`config.mk`:
```
export PLATFORM = sky130hd
export DESIGN_NAME = tape_block_framer
export DESIGN_NICKNAME = d
export VERILOG_FILES = /design/src/rtl/tape_framer_pkg.sv /design/src/rtl/tape_bit_history.sv /design/src/rtl/tape_serial_div.sv /design/src/rtl/tape_rate_calc.sv /design/src/rtl/tape_framer_fsm.sv /design/src/rtl/tape_block_framer.sv
export SDC_FILE = /design/constraint.sdc
export NUM_CORES = 1
export LEC_CHECK = 0
export BUFFER_PORTS_ARGS = -buffer_cell sky130_fd_sc_hd__buf_2
export CORE_MARGIN = 4
export CORE_UTILIZATION = 67
export DETAILED_ROUTE_END_ITERATION = 12
export PLACE_DENSITY = 0.85
export SLEW_MARGIN = 20
export SYNTH_ARGS = -nofsm -noshare
export SYNTH_HDL_FRONTEND = slang
export SYNTH_SLANG_ARGS = --single-unit
```
`constraint.sdc`:
```
create_clock -name clk -period 5.7 [get_ports clk]
set_clock_uncertainty 0.1 [all_clocks]
set_input_delay 1.425 -clock clk [delete_from_list [all_inputs] [get_ports clk]]
set_output_delay 1.425 -clock clk [all_outputs]
set_load 0.02 [all_outputs]
```
`src/rtl/tape_framer_pkg.sv`:
```
package tape_framer_pkg;
    localparam int          HIST_W      = 16;
    localparam logic [15:0] SYNC_WORD   = 16'h0216;
    localparam logic [7:0]  TRAILER     = 8'h03;
    localparam logic [15:0] SUM_SEED    = 16'h0003;
    localparam int          SLOW_LIMIT  = 976;

    typedef enum logic [2:0] {
        ST_HUNT,
        ST_PAYLOAD,
        ST_ETX,
        ST_CSUM_LO,
        ST_CSUM_HI
    } frm_state_t;

    typedef enum logic [1:0] {
        RC_IDLE,
        RC_KICK,
        RC_BAUD,
        RC_QP
    } rc_state_t;
endpackage

```
`src/rtl/tape_bit_history.sv`:
```
module tape_bit_history #(
    parameter int W = 16
) (
    input  logic         clk,
    input  logic         rst_n,
    input  logic         strobe,
    input  logic         bit_val,
    input  logic         clear,
    output logic [W-1:0] word_next
);
    logic [W-1:0] word_q;

    assign word_next = {bit_val, word_q[W-1:1]};

    always_ff @(posedge clk) begin
        if (!rst_n)      word_q <= '0;
        else if (clear)  word_q <= '0;
        else if (strobe) word_q <= word_next;
    end
endmodule

```
`src/rtl/tape_serial_div.sv`:
```
module tape_serial_div #(
    parameter int W = 32
) (
    input  logic         clk,
    input  logic         rst_n,
    input  logic         start,
    input  logic [W-1:0] dividend,
    input  logic [W-1:0] divisor,
    output logic         done,
    output logic [W-1:0] quotient
);
    localparam int CW = $clog2(W + 1);

    logic [W:0]    acc;
    logic [W-1:0]  dvs;
    logic [CW-1:0] cnt;
    logic          busy;
    logic [W:0]    shifted;
    logic          fits;

    always_comb begin
        shifted = {acc[W-1:0], quotient[W-1]};
        fits    = shifted >= {1'b0, dvs};
    end

    always_ff @(posedge clk) begin
        if (!rst_n) begin
            acc <= '0; dvs <= '0; cnt <= '0; busy <= 1'b0;
            done <= 1'b0; quotient <= '0;
        end else begin
            done <= 1'b0;
            if (start) begin
                acc      <= '0;
                dvs      <= divisor;
                quotient <= dividend;
                cnt      <= CW'(W);
                busy     <= 1'b1;
            end else if (busy) begin
                acc      <= fits ? shifted - {1'b0, dvs} : shifted;
                quotient <= {quotient[W-2:0], fits};
                cnt      <= cnt - 1'b1;
                if (cnt == CW'(1)) begin
                    busy <= 1'b0;
                    done <= 1'b1;
                end
            end
        end
    end
endmodule

```
`src/rtl/tape_rate_calc.sv`:
```
module tape_rate_calc
    import tape_framer_pkg::*;
#(
    parameter int unsigned BASE_CLK    = 192000,
    parameter int unsigned CNT_CLK     = 16000000,
    parameter logic [7:0]  DEFAULT_DIV = 8'd255,
    parameter int          QW          = 16
) (
    input  logic          clk,
    input  logic          rst_n,
    input  logic          req,
    input  logic [7:0]    req_div,
    output logic          update,
    output logic [QW-1:0] qp,
    output logic          presc
);
    localparam int          DW   = 32;
    localparam logic [DW-1:0] QMAX = DW'({QW{1'b1}});

    rc_state_t     state, state_n;
    logic [7:0]    div_r;
    logic          slow_r;
    logic          dv_start, dv_done, slow;
    logic [DW-1:0] dv_dividend, dv_divisor, dv_quo, baud_adj;

    tape_serial_div #(.W(DW)) u_div (
        .clk(clk), .rst_n(rst_n), .start(dv_start),
        .dividend(dv_dividend), .divisor(dv_divisor),
        .done(dv_done), .quotient(dv_quo)
    );

    always_comb begin
        slow        = dv_quo < DW'(SLOW_LIMIT);
        baud_adj    = slow ? {dv_quo[DW-4:0], 3'b000} : dv_quo;
        dv_start    = (state == RC_KICK) || (state == RC_BAUD && dv_done);
        if (state == RC_KICK) begin
            dv_dividend = DW'(BASE_CLK) + DW'(div_r[7:1]) - DW'(1);
            dv_divisor  = DW'(div_r);
        end else begin
            dv_dividend = DW'(CNT_CLK);
            dv_divisor  = {baud_adj[DW-3:0], 2'b00};
        end
    end

    always_comb begin
        state_n = state;
        unique case (state)
            RC_IDLE: state_n = RC_IDLE;
            RC_KICK: state_n = RC_BAUD;
            RC_BAUD: if (dv_done) state_n = RC_QP;
            RC_QP:   if (dv_done) state_n = RC_IDLE;
            default: state_n = RC_IDLE;
        endcase
        if (req) state_n = RC_KICK;
    end

    always_ff @(posedge clk) begin
        if (!rst_n) state <= RC_KICK;
        else        state <= state_n;
    end

    always_ff @(posedge clk) begin
        if (!rst_n) begin
            div_r <= DEFAULT_DIV; slow_r <= 1'b0;
            update <= 1'b0; qp <= '0; presc <= 1'b0;
        end else begin
            update <= 1'b0;
            if (req) begin
                div_r <= (req_div == 8'd0) ? DEFAULT_DIV : req_div;
            end else if (state == RC_BAUD && dv_done) begin
                slow_r <= slow;
            end else if (state == RC_QP && dv_done) begin
                qp     <= (dv_quo > QMAX) ? QMAX[QW-1:0] : dv_quo[QW-1:0];
                presc  <= slow_r;
                update <= 1'b1;
            end
        end
    end
endmodule

```
`src/rtl/tape_framer_fsm.sv`:
```
module tape_framer_fsm
    import tape_framer_pkg::*;
#(
    parameter int DATA_LEN = 253,
    parameter int NAME_LEN = 11
) (
    input  logic              clk,
    input  logic              rst_n,
    input  logic              strobe,
    input  logic [HIST_W-1:0] word_next,
    input  logic              timeout,
    input  logic              motor_off,
    output logic              hist_clear,
    output logic [7:0]        byte_data,
    output logic              byte_valid,
    output logic              frame_err,
    output logic              csum_err,
    output logic              rx_active,
    output logic              rate_req,
    output logic [7:0]        rate_div
);
    localparam int HDR_LEN = 3;
    localparam int PAY_LEN = HDR_LEN + DATA_LEN;
    localparam int IW      = $clog2(PAY_LEN);
    localparam int DIV_IDX = HDR_LEN + NAME_LEN;

    frm_state_t    state, state_n;
    logic [2:0]    bit_cnt;
    logic [IW-1:0] idx;
    logic [15:0]   sum;
    logic [7:0]    hdr_flag, div_byte, sum_lo, cur;
    logic          abort, in_block, byte_done, sync_hit, last_pay;

    always_comb begin
        cur        = word_next[HIST_W-1 -: 8];
        abort      = timeout | motor_off;
        in_block   = state != ST_HUNT;
        byte_done  = strobe && in_block && (bit_cnt == 3'd7) && !abort;
        sync_hit   = strobe && !in_block && (word_next == SYNC_WORD) && !abort;
        last_pay   = idx == IW'(PAY_LEN - 1);
        hist_clear = abort | byte_done;
        rx_active  = in_block;
    end

    always_comb begin
        state_n = state;
        unique case (state)
            ST_HUNT:    if (sync_hit) state_n = ST_PAYLOAD;
            ST_PAYLOAD: if (byte_done && last_pay) state_n = ST_ETX;
            ST_ETX:     if (byte_done) state_n = ST_CSUM_LO;
            ST_CSUM_LO: if (byte_done) state_n = ST_CSUM_HI;
            ST_CSUM_HI: if (byte_done) state_n = ST_HUNT;
            default:    state_n = ST_HUNT;
        endcase
        if (abort) state_n = ST_HUNT;
    end

    always_ff @(posedge clk) begin
        if (!rst_n) state <= ST_HUNT;
        else        state <= state_n;
    end

    always_ff @(posedge clk) begin
        if (!rst_n) begin
            bit_cnt <= '0; idx <= '0; sum <= '0;
            hdr_flag <= '0; div_byte <= '0; sum_lo <= '0;
            byte_data <= '0; byte_valid <= 1'b0; frame_err <= 1'b0;
            csum_err <= 1'b0; rate_req <= 1'b0; rate_div <= '0;
        end else begin
            byte_valid <= 1'b0;
            frame_err  <= 1'b0;
            csum_err   <= 1'b0;
            rate_req   <= 1'b0;
            if (abort) begin
                bit_cnt <= '0;
                idx     <= '0;
            end else if (sync_hit) begin
                bit_cnt <= '0;
                idx     <= '0;
                sum     <= SUM_SEED;
            end else if (strobe && in_block) begin
                bit_cnt <= bit_cnt + 3'd1;
                if (byte_done) begin
                    unique case (state)
                        ST_PAYLOAD: begin
                            byte_data  <= cur;
                            byte_valid <= 1'b1;
                            sum        <= sum + {8'd0, cur};
                            idx        <= idx + 1'b1;
                            if (idx == '0) hdr_flag <= cur;
                            if (idx == IW'(DIV_IDX)) div_byte <= cur;
                        end
                        ST_ETX:     frame_err <= (cur != TRAILER);
                        ST_CSUM_LO: sum_lo <= cur;
                        ST_CSUM_HI: begin
                            csum_err <= ({cur, sum_lo} != sum);
                            rate_req <= (hdr_flag != 8'd0);
                            rate_div <= div_byte;
                        end
                        default: ;
                    endcase
                end
            end
        end
    end
endmodule

```
`src/rtl/tape_block_framer.sv`:
```
module tape_block_framer
    import tape_framer_pkg::*;
#(
    parameter int unsigned BASE_CLK    = 192000,
    parameter int unsigned CNT_CLK     = 16000000,
    parameter logic [7:0]  DEFAULT_DIV = 8'd255,
    parameter int          DATA_LEN    = 253,
    parameter int          NAME_LEN    = 11,
    parameter int          QW          = 16
) (
    input  logic          clk,
    input  logic          rst_n,
    input  logic          bit_strobe,
    input  logic          bit_val,
    input  logic          bit_timeout,
    input  logic          motor_off,
    output logic [7:0]    byte_data,
    output logic          byte_valid,
    output logic          frame_err,
    output logic          csum_err,
    output logic          rx_active,
    output logic          rate_update,
    output logic [QW-1:0] quarter_period,
    output logic          prescale8
);
    logic [HIST_W-1:0] word_next;
    logic              hist_clear, rate_req;
    logic [7:0]        rate_div;

    tape_bit_history #(.W(HIST_W)) u_hist (
        .clk(clk), .rst_n(rst_n), .strobe(bit_strobe), .bit_val(bit_val),
        .clear(hist_clear), .word_next(word_next)
    );

    tape_framer_fsm #(.DATA_LEN(DATA_LEN), .NAME_LEN(NAME_LEN)) u_fsm (
        .clk(clk), .rst_n(rst_n), .strobe(bit_strobe), .word_next(word_next),
        .timeout(bit_timeout), .motor_off(motor_off), .hist_clear(hist_clear),
        .byte_data(byte_data), .byte_valid(byte_valid), .frame_err(frame_err),
        .csum_err(csum_err), .rx_active(rx_active), .rate_req(rate_req),
        .rate_div(rate_div)
    );

    tape_rate_calc #(
        .BASE_CLK(BASE_CLK), .CNT_CLK(CNT_CLK),
        .DEFAULT_DIV(DEFAULT_DIV), .QW(QW)
    ) u_rate (
        .clk(clk), .rst_n(rst_n), .req(rate_req | motor_off),
        .req_div(motor_off ? 8'd0 : rate_div),
        .update(rate_update), .qp(quarter_period), .presc(prescale8)
    );
endmodule

```
==> results of run 1 <==
Yosys cell counts, drive strengths merged (5+ instances only):
master  instances
nor2          196
inv            54
buf            18
nand3          24
xor2           30
nor2b           6
and3           10
a211oi         13
a21oi         138
a211o           5
nand2b         21
xnor2          41
o21bai          8
o22ai          13
dfxtp         222
a21o           13
ha             52
nand2          96
clkbuf         61
nand4          20
o21a            5
nor3           48
o21ai          84
mux2            5
mux2i          88
or2             5
nor4           18
registers in the layout, indices dropped and copies added, names as in the netlist, 2 cells and up:
| register | count |
|---|---|
| u_fsm.bit_cnt | 3 |
| u_fsm.byte_data | 8 |
| u_fsm.div_byte | 8 |
| u_fsm.hdr_flag | 8 |
| u_fsm.idx | 8 |
| u_fsm.rate_div | 8 |
| u_fsm.state | 3 |
| u_fsm.sum | 16 |
| u_fsm.sum_lo | 8 |
| u_hist.word_q | 15 |
| u_rate.div_r | 8 |
| u_rate.qp | 16 |
| u_rate.state | 2 |
| u_rate.u_div.acc | 32 |
| u_rate.u_div.cnt | 6 |
| u_rate.u_div.dvs | 32 |
| u_rate.u_div.quotient | 32 |
critical path: stages:
cell and delay [ns]:
buf_2 0.41, o311ai_1 0.24, nor3_2 0.39, and2_1 0.20
buf_4 0.26, or2_2 0.22, nand2_1 0.12, a211oi_4 0.31
nand3_1 0.16, xor2_1 0.19, nor2_1 0.06
cells by family after synthesis:
group	count (synthesis)	share of synthesized area (%)
simple gates	471	19.58
compound gates	310	16.26
flops	222	39.46
buf+inv	135	4.721
mux	93	8.320
xor+xnor	71	5.521
fa+ha+maj	54	6.132
layer usage:
layer | GRT usage, % | up-vias | part of all wire (%)
met5 | 0 | - | 0
met4 | 11.64 | 0 | 4.0
met3 | 3.616 | 88 | 4.2
met2 | 48.26 | 251 | 50
met1 | 33.60 | 4378 | 42
li1 | - | 4710 | -
per-stage QoR:
stage	cells	hold slack [ns]	instance area (sq um)	power [W]
after floorplan	1356	0.3312	11260	0.002444
after global placement	1541	0.3411	11470	0.002607
after detailed placement	1541	0.3439	11470	0.002628
after CTS	1584	0.3570	12330	0.004267
after global routing	1584	0.3785	12330	0.004449
final	1584	0.3554	12330	0.004256
power by group:
group          internal [W]  switching (W)  leakage (nW)
Sequential          0.00159      0.0000642          1.80
Combinational      0.000391       0.000556          2.88
Clock               0.00101       0.000644         0.416
Total               0.00299        0.00126          5.10
worst min-delay path by stage:
stage / from / end / slack [ns]
after floorplan: u_rate.slow_r / u_rate.presc / 0.33
after global placement: u_fsm.byte_data[4] / u_fsm.byte_data[4] / 0.34
after detailed placement: u_fsm.byte_data[5] / u_fsm.byte_data[5] / 0.34
after CTS: u_rate.slow_r / u_rate.presc / 0.36
after global routing: u_fsm.byte_data[0] / u_fsm.byte_data[0] / 0.38
final: u_rate.slow_r / u_rate.presc / 0.36
cell type report:
type	count	area [sq um]
fill	1193	4193
clock inverter	9	153.9
multi-input combinational	999	6294
sequential	222	4448
clock buffer	34	708.2
timing repair buffer	44	242.7
inverter	56	210.2
tap	220	275.3
cell usage in the layout, fill, tap and decap left out, types with 9 or more instances in the layout:
| master | netlist | final |
|---|---|---|
| o21ai_0 | 75 | 75 |
| nand2_1 | 96 | 96 |
| buf_4 | 2 | 9 |
| nor3_1 | 46 | 46 |
| xnor2_1 | 41 | 41 |
| o22ai_1 | 13 | 13 |
| o21ai_1 | 9 | 9 |
| ha_1 | 52 | 52 |
| buf_2 | 8 | 35 |
| nand3_1 | 24 | 24 |
| xor2_1 | 30 | 30 |
| inv_1 | 54 | 54 |
| a21o_1 | 13 | 13 |
| mux2i_1 | 88 | 88 |
| nand4_1 | 20 | 20 |
| nand2b_1 | 21 | 21 |
| clkbuf_16 | 0 | 24 |
| a21oi_1 | 137 | 137 |
| dfxtp_1 | 222 | 221 |
| a211oi_1 | 12 | 12 |
| nor4_1 | 17 | 16 |
| and3_1 | 10 | 10 |
| nor2_1 | 195 | 195 |
==> impl_metrics.ini, run 1 <==
[synthesis]
post-synth-top-area-cell = dfxtp_1
syn_inst = 1356
syn_nets = 1416
yosysTopAreaCellShare_pct = 39.46
synth_area_leaders = dfxtp_1 (39%), mux2i_1 (7.8%), nor2_1 (6.5%), a21oi_1 (6.1%), ha_1 (5.8%)
count_of_unique_library_cells_instantiated_by_yosys = 70
synth_area_per_cell_sq_um = 8.306
postSynth.asyncResetShare_pct = 0
synth_flop_cell = dfxtp_1
synth_enable_flop_cells = 0
synth_area_sq_um = 11260
synth-seq-area-share_pct = 39.46
yosys_warnings = 0
synth-seq-cells = 222

[critical_path]
startpoint_type = input pin
worst-r2r-setup-slack_ns = 2.27
worst-endpoint-arrival_ns = 4.00
critical_path_required_ns = 6.01
worstSetupEndpointType = flip-flop
worst_setup_path_endpoint = u_fsm.sum[15]
rr_startpoint = u_rate.state[1]
critPathLaunch = bit_strobe
reg2reg_depth = 8
cp_max_fo = 23
critical_path_class = in2reg
crit-reg2reg-capture = u_rate.u_div.acc[26]

[timing]
maxClockFrequency_mhz = 270.4
setup_slack_ns = 2.001
summed_negative_setup_slack_over_all_endpoints_ns = 0
timing.final.hold_violations = 0
worst_pin_slew_ns = 1.042
maxSlewHeadroom_pct = 30.56
final_period_demand_of_the_worst_path_ns = 3.699
layout_worst_path_cycle_share_pct = 64.89
drv_slew = 0
grt_setup_unrepaired = false
setup_viol = 0

[finish]
areaGrowthSynthToFinish_pct = 9.487
final_core_util_pct = 74.63
insertedDiodeCount = 0
num-nets-final = 1407
final_layout_size_suffix_gt1_share_pct = 7.698

[floorplan]
die_area_sq_um = 18950
start_util_pct = 68.16
row_count = 47
die_h_um = 137.7
die-width_um = 137.7
num_io_pins = 36
design.core.area_sq_um = 16520

[place]
dpl_worst_slack_ns = 1.600
hpwlAfterDp_mm = 17.90
place_congestion = 0.9440
buffer_ports.inserted = 35

[detailed_routing]
drt-wirelength-per-cell_um = 16.45
via_count = 9427
post-route-drc-count = 0
routed_wl_mm = 26.06
initialDrtViolationCount = 602
via_per_inst = 5.951
detail-route-antenna-nets = 0
drt_pass1_iterations = 5

[clocking]
postCtsResizedCells = 0
cts.reportedPaths.clkPinSlew_ns = 0.06
cts_tree = done
cts_sinks = 222
clk_latency_ns = 0.54
cts_root_buf = clkbuf_16
hold_buffers = 0
cts_max_path_buffers = 3
cts_setup_buffers = 0
cts_htree_levels = 1
cts_made_buffers = 24

[power]
worst_ir_drop_on_vdd_mv = 0.2485
powerDensity_nw_per_um2 = 345.1
power.static_leakage_nw = 5.097

[min_path]
worstHoldPathType = reg2reg
number_of_stages_on_the_worst_hold_path = 2

[global_route]
first_global_vias = 8995
grt_antenna_before_repair = 0
gr-usage-all-layers_pct = 27.44
grt_max_degree = 91
total_congestion_overflow_after_global_routing = 0
grt_first_pass_wirelength_mm = 42.88

[flow_run]
max_cap_viol_count = 0

[status]
status = complete, no violations
Note: power is estimated with default switching activity, not from simulation.
==> inputs of run 2 (changes only) <==
--- a/config.mk
+++ b/config.mk
@@ -7,9 +7,9 @@
 export LEC_CHECK = 0
 export BUFFER_PORTS_ARGS = -buffer_cell sky130_fd_sc_hd__buf_2
 export CORE_MARGIN = 4
-export CORE_UTILIZATION = 67
+export CORE_UTILIZATION = 63
 export DETAILED_ROUTE_END_ITERATION = 12
-export PLACE_DENSITY = 0.85
+export PLACE_DENSITY = 0.81
 export SLEW_MARGIN = 20
 export SYNTH_ARGS = -nofsm -noshare
 export SYNTH_HDL_FRONTEND = slang
==> constraint.sdc (replaced) <==
create_clock -name clk -period 3.64 [get_ports clk]
set_clock_uncertainty 0.1 [all_clocks]
set_input_delay 0.91 -clock clk [delete_from_list [all_inputs] [get_ports clk]]
set_output_delay 0.91 -clock clk [all_outputs]
set_load 0.02 [all_outputs]
==> run 2 against run 1 <==
Combinational power rose by 58%; global-route usage shrank 1.4 points; clock power grew 60%; worst hold slack got worse by 0.0037 ns; die area is 6.0% higher; critical path depth rose by 1; sequential cell count is the same; cell area increased by 1.2%; critical path type is now reg2reg; highest routed layer is now met5.
==> impl_metrics.ini, run 2 (synthesis results as in run 1) <==
[status]
status = complete, no violations

[global_route]
gr-usage-all-layers_pct = 26.04
grt_max_degree = 44
grt_antenna_before_repair = 1
grt_first_pass_wirelength_mm = 44.18
first_global_vias = 9105
total_congestion_overflow_after_global_routing = 0

[timing]
maxSlewHeadroom_pct = 50.02
summed_negative_setup_slack_over_all_endpoints_ns = 0
final_period_demand_of_the_worst_path_ns = 3.119
drv_slew = 0
layout_worst_path_cycle_share_pct = 85.68
timing.final.hold_violations = 0
setup_viol = 0
grt_setup_unrepaired = false
worst_pin_slew_ns = 0.7469
maxClockFrequency_mhz = 320.7

[floorplan]
start_util_pct = 64.67
die-width_um = 141.7
design.core.area_sq_um = 17420
die_area_sq_um = 20080
row_count = 48
die_h_um = 141.7
num_io_pins = 36

[place]
place_congestion = 0.9338
buffer_ports.inserted = 35
hpwlAfterDp_mm = 18.56
placedInstanceArea_sq_um = 11610

[detailed_routing]
drt_pass1_iterations = 5
drt-wirelength-per-cell_um = 16.43
routed_wl_mm = 26.41
post-route-drc-count = 0
detail-route-antenna-nets = 0
initialDrtViolationCount = 514
via_count = 9512
via_per_inst = 5.919

[power]
share_comb_of_total_power_pct = 22.3
powerDensity_nw_per_um2 = 538.3
power.static_leakage_nw = 5.185
total_switching_power_w = 0.001979
seq_power_share_pct = 38.4
worst_ir_drop_on_vdd_mv = 0.4750
totalPowerFinal_w = 0.006717
pwr-share-clk_pct = 39.3
switching_share_pct = 29.46
cellInternalPower_w = 0.004738

[clocking]
cts_max_path_buffers = 3
cts_root_buf = clkbuf_16
postCtsResizedCells = 0
cts.reportedPaths.clkPinSlew_ns = 0.06
cts_htree_levels = 1
cts_setup_buffers = 0
cts_sinks = 222
cts_made_buffers = 24
clk_latency_ns = 0.52
hold_buffers = 0
cts_tree = done

[finish]
final_layout_size_suffix_gt1_share_pct = 9.045
layout.cells.most_common_list = dfxtp_1 (221), nor2_1 (194), a21oi_1 (137)
most_common_cell_after_layout_fill_and_taps_aside = dfxtp_1
areaGrowthSynthToFinish_pct = 10.79
finish.instance_area_sq_um = 12480
num-nets-final = 1424
insertedDiodeCount = 0
n_fill_cell = 1358
reg_top3 = u_rate.u_div.acc: 32 flops, u_rate.u_div.dvs: 32 flops, u_rate.u_div.quotient: 32 flops

[flow_run]
max_cap_viol_count = 0

[critical_path]
cp_max_fo = 30
critical_path_class = reg2reg
startpoint_type = flip-flop
worst-endpoint-arrival_ns = 3.42
critical_path_required_ns = 3.95
worstSetupEndpointType = flip-flop

[min_path]
worstHoldPathType = reg2reg
run 2: cell count changes in the layout (fill, tap and decap cells not counted), sizes merged:
cell,previous run,this run
bufinv,3,5
clkbuf,34,28
buf,44,61
inv,55,58
clkinv,5,6
clkinvlp,2,3
run 2: power groups by stage:
stage               sequential [W]  clock (W)  combinational [W]
floorplan                  0.00259          0            0.00124
global placement           0.00263          0            0.00145
detailed placement         0.00263          0            0.00147
CTS                        0.00258    0.00268            0.00149
global route               0.00259    0.00277            0.00167
finish                     0.00258    0.00264            0.00150
run 2: per-layer routing:
metal / wire length (um) / vias up / global-route usage (%)
met5: 7 / - / 0
met4: 999 / 2 / 9.091
met3: 1240 / 82 / 3.943
met2: 13340 / 253 / 47.15
met1: 10820 / 4435 / 31.33
li1: - / 4740 / -
run 2: area by class of cell:
cell class | instances | area [sq um] | share of cell area [%]
timing repair buffer | 61 | 370.4 | 2.968
tap | 225 | 281.5 | 2.256
clock inverter | 16 | 236.5 | 1.895
multi-input combinational | 999 | 6296 | 50.46
sequential | 222 | 4448 | 35.65
inverter | 56 | 210.2 | 1.685
clock buffer | 28 | 635.6 | 5.094
run 2: critical path, cell delays in order, from the launching register on:
cell and delay (ns):
dfxtp_1 0.32, inv_1 0.06, ha_1 0.35, a21oi_1 0.21
o21ai_0 0.19, a221oi_1 0.33, o21ai_1 0.12, a31o_2 0.29
a221oi_4 0.25, buf_4 0.35, nor2_1 0.09, a211oi_1 0.25
nor2_1 0.07
run 2: metrics by stage:
stage / utilization, % / hold WS, ns / setup slack (ns) / std cells
after detailed placement: 66.64 / 0.3430 / 0.5614 / 1563
final: 71.65 / 0.3517 / 0.5214 / 1607
after floorplan: - / 0.3312 / 0.8171 / 1356
after global placement: 66.64 / 0.3409 / 0.6127 / 1563
after global routing: 71.65 / 0.3870 / 0.3751 / 1607
after CTS: 71.65 / 0.3519 / 0.6034 / 1607
run 2: final timing paths:
| check | startpoint | endpoint | cells past startpoint | slack (ns) |
|---|---|---|---|---|
| setup / recovery | u_rate.u_div.dvs[10] | u_rate.u_div.acc[10] | 12 | 0.52 |
| setup reg to reg | u_rate.u_div.dvs[10] | u_rate.u_div.acc[10] | 12 | 0.52 |
| hold reg to reg | u_fsm.byte_data[3] | u_fsm.byte_data[3] | 2 | 0.35 |
| hold / removal | u_fsm.byte_data[3] | u_fsm.byte_data[3] | 2 | 0.35 |
==> inputs of run 3 (changes only) <==
--- a/config.mk
+++ b/config.mk
@@ -10,6 +10,7 @@
 export CORE_UTILIZATION = 63
 export DETAILED_ROUTE_END_ITERATION = 12
 export PLACE_DENSITY = 0.81
+export RECOVER_POWER = 25
 export SLEW_MARGIN = 20
 export SYNTH_ARGS = -nofsm -noshare
 export SYNTH_HDL_FRONTEND = slang
==> run 3 against run 2 <==
The run now ends with capacitance limit, slew limit left; sequential cell count unchanged; via count is essentially flat; maximum frequency up 0.42%; worst setup slack improved by 0.013 ns; clock-buffer cell count stayed put; register-to-register slack better by 0.02 ns; global-route usage unchanged; sequential power barely moved; cell count unchanged; largest power group unchanged.
==> impl_metrics.ini, run 3 (synthesis results as in run 1) <==
[status]
status = finished, violations left
failed_checks = capacitance limit, slew limit

[critical_path]
startpoint_type = input pin
worstSetupEndpointType = flip-flop
reg2reg_depth = 12
worst-endpoint-arrival_ns = 3.31
critical_path_required_ns = 3.84
cp_max_fo = 42
critical_path_class = in2reg
rr_startpoint = u_rate.u_div.dvs[10]
worst-r2r-setup-slack_ns = 0.54
crit-reg2reg-capture = u_rate.u_div.acc[10]

[detailed_routing]
drt-wirelength-per-cell_um = 16.48
initialDrtViolationCount = 558
drt_pass1_iterations = 6
via_per_inst = 5.914
detail-route-antenna-nets = 0
routed_wl_mm = 26.49
via_count = 9503
post-route-drc-count = 0

[timing]
layout_worst_path_cycle_share_pct = 85.31
grt_setup_unrepaired = false
worst_pin_slew_ns = 1.896
maxClockFrequency_mhz = 322.0
final_period_demand_of_the_worst_path_ns = 3.105
setup_viol = 0
drv_slew = 43
timing.final.hold_violations = 0
maxSlewHeadroom_pct = -26.41
summed_negative_setup_slack_over_all_endpoints_ns = 0

[min_path]
number_of_stages_on_the_worst_hold_path = 2
min_to = u_fsm.byte_data[3]
worstHoldPathType = reg2reg
launch_point_of_the_worst_hold_path = u_fsm.byte_data[3]

[flow_run]
max_cap_viol_count = 1

[place]
buffer_ports.inserted = 35
place_congestion = 0.9338
hpwlAfterDp_mm = 18.56

[clocking]
cts.reportedPaths.clkPinSlew_ns = 0.06
clk_latency_ns = 0.52
cts_sinks = 222
hold_buffers = 0
cts_tree = done
cts_setup_buffers = 0
cts_max_path_buffers = 3
cts_made_buffers = 24
cts_root_buf = clkbuf_16
postCtsResizedCells = 0
cts_htree_levels = 1

[global_route]
gr-usage-all-layers_pct = 26.04
grt_max_degree = 44
total_congestion_overflow_after_global_routing = 0
grt_antenna_before_repair = 1
grt_first_pass_wirelength_mm = 44.18
first_global_vias = 9105

[floorplan]
die_area_sq_um = 20080
num_io_pins = 36
design.core.area_sq_um = 17420
die_h_um = 141.7
start_util_pct = 64.67
die-width_um = 141.7
row_count = 48

[finish]
layout.cells.most_common_list = dfxtp_1 (221), nor2_1 (194), a21oi_1 (137)
insertedDiodeCount = 0
multi_input_area_sq_um = 6296
most_common_cell_after_layout_fill_and_taps_aside = dfxtp_1
sequential_cell_area_sq_um = 4448
num-nets-final = 1424
final_layout_size_suffix_gt1_share_pct = 7.453
reg_top3 = u_rate.u_div.acc: 32 flops, u_rate.u_div.dvs: 32 flops, u_rate.u_div.quotient: 32 flops
n_fill_cell = 1376
areaGrowthSynthToFinish_pct = 10.44
final_core_util_pct = 71.42

[power]
worst_ir_drop_on_vdd_mv = 0.4761
power.static_leakage_nw = 5.095
powerDensity_nw_per_um2 = 540.5
==> run 3: worst max-delay path by stage <==
stage,endpoint,from,slack (ns)
after floorplan,u_fsm.sum[11],motor_off,0.82
after global placement,u_fsm.sum[15],bit_strobe,0.61
after detailed placement,u_fsm.state[1],bit_strobe,0.56
after CTS,u_rate.u_div.acc[10],u_rate.u_div.dvs[10],0.60
after global routing,u_rate.qp[3],rst_n,0.27
final,u_rate.qp[3],rst_n,0.53
==> run 3: power breakdown <==
| part | total, W | internal (W) | leakage (nW) | switching (W) |
|---|---|---|---|---|
| combinational | 0.00150 | 0.000620 | 2.88 | 0.000879 |
| sequential | 0.00258 | 0.00249 | 1.80 | 0.0000865 |
| clock | 0.00264 | 0.00162 | 0.420 | 0.00102 |
| total | 0.00672 | 0.00474 | 5.10 | 0.00199 |
==> run 3: through the flow <==
step	total power [W]	worst slack [ns]	cells	area, sq um	hold WS [ns]
after CTS	0.006742	0.6034	1607	12480	0.3519
final	0.006723	0.5346	1607	12440	0.3535
after global placement	0.004076	0.6127	1563	11610	0.3409
after floorplan	0.003828	0.8171	1356	11260	0.3312
after detailed placement	0.004103	0.5614	1563	11610	0.3430
after global routing	0.007028	0.2707	1607	12440	0.3870
==> run 3: final cells by class <==
type	count	area share (%)
sequential	222	35.76
clock inverter	16	1.901
clock buffer	28	5.110
inverter	56	1.690
multi-input combinational	999	50.61
timing repair buffer	61	2.665
tap	225	2.263
==> run 3: routing by layer <==
| layer | global-route usage [%] | up-vias | wire, um | part of all wire [%] |
|---|---|---|---|---|
| met5 | 0 | - | 7 | 0.026 |
| met4 | 9.091 | 2 | 957 | 3.6 |
| met3 | 3.943 | 82 | 1159 | 4.4 |
| met2 | 47.15 | 231 | 13380 | 50 |
| met1 | 31.33 | 4455 | 10990 | 41 |
| li1 | - | 4733 | - | - |
==> run 3: worst max-delay path, stage by stage <==
cell,delay (ns)
clkbuf_1,0.30
inv_1,0.42
clkbuf_1,1.40
nor3_1,0.24
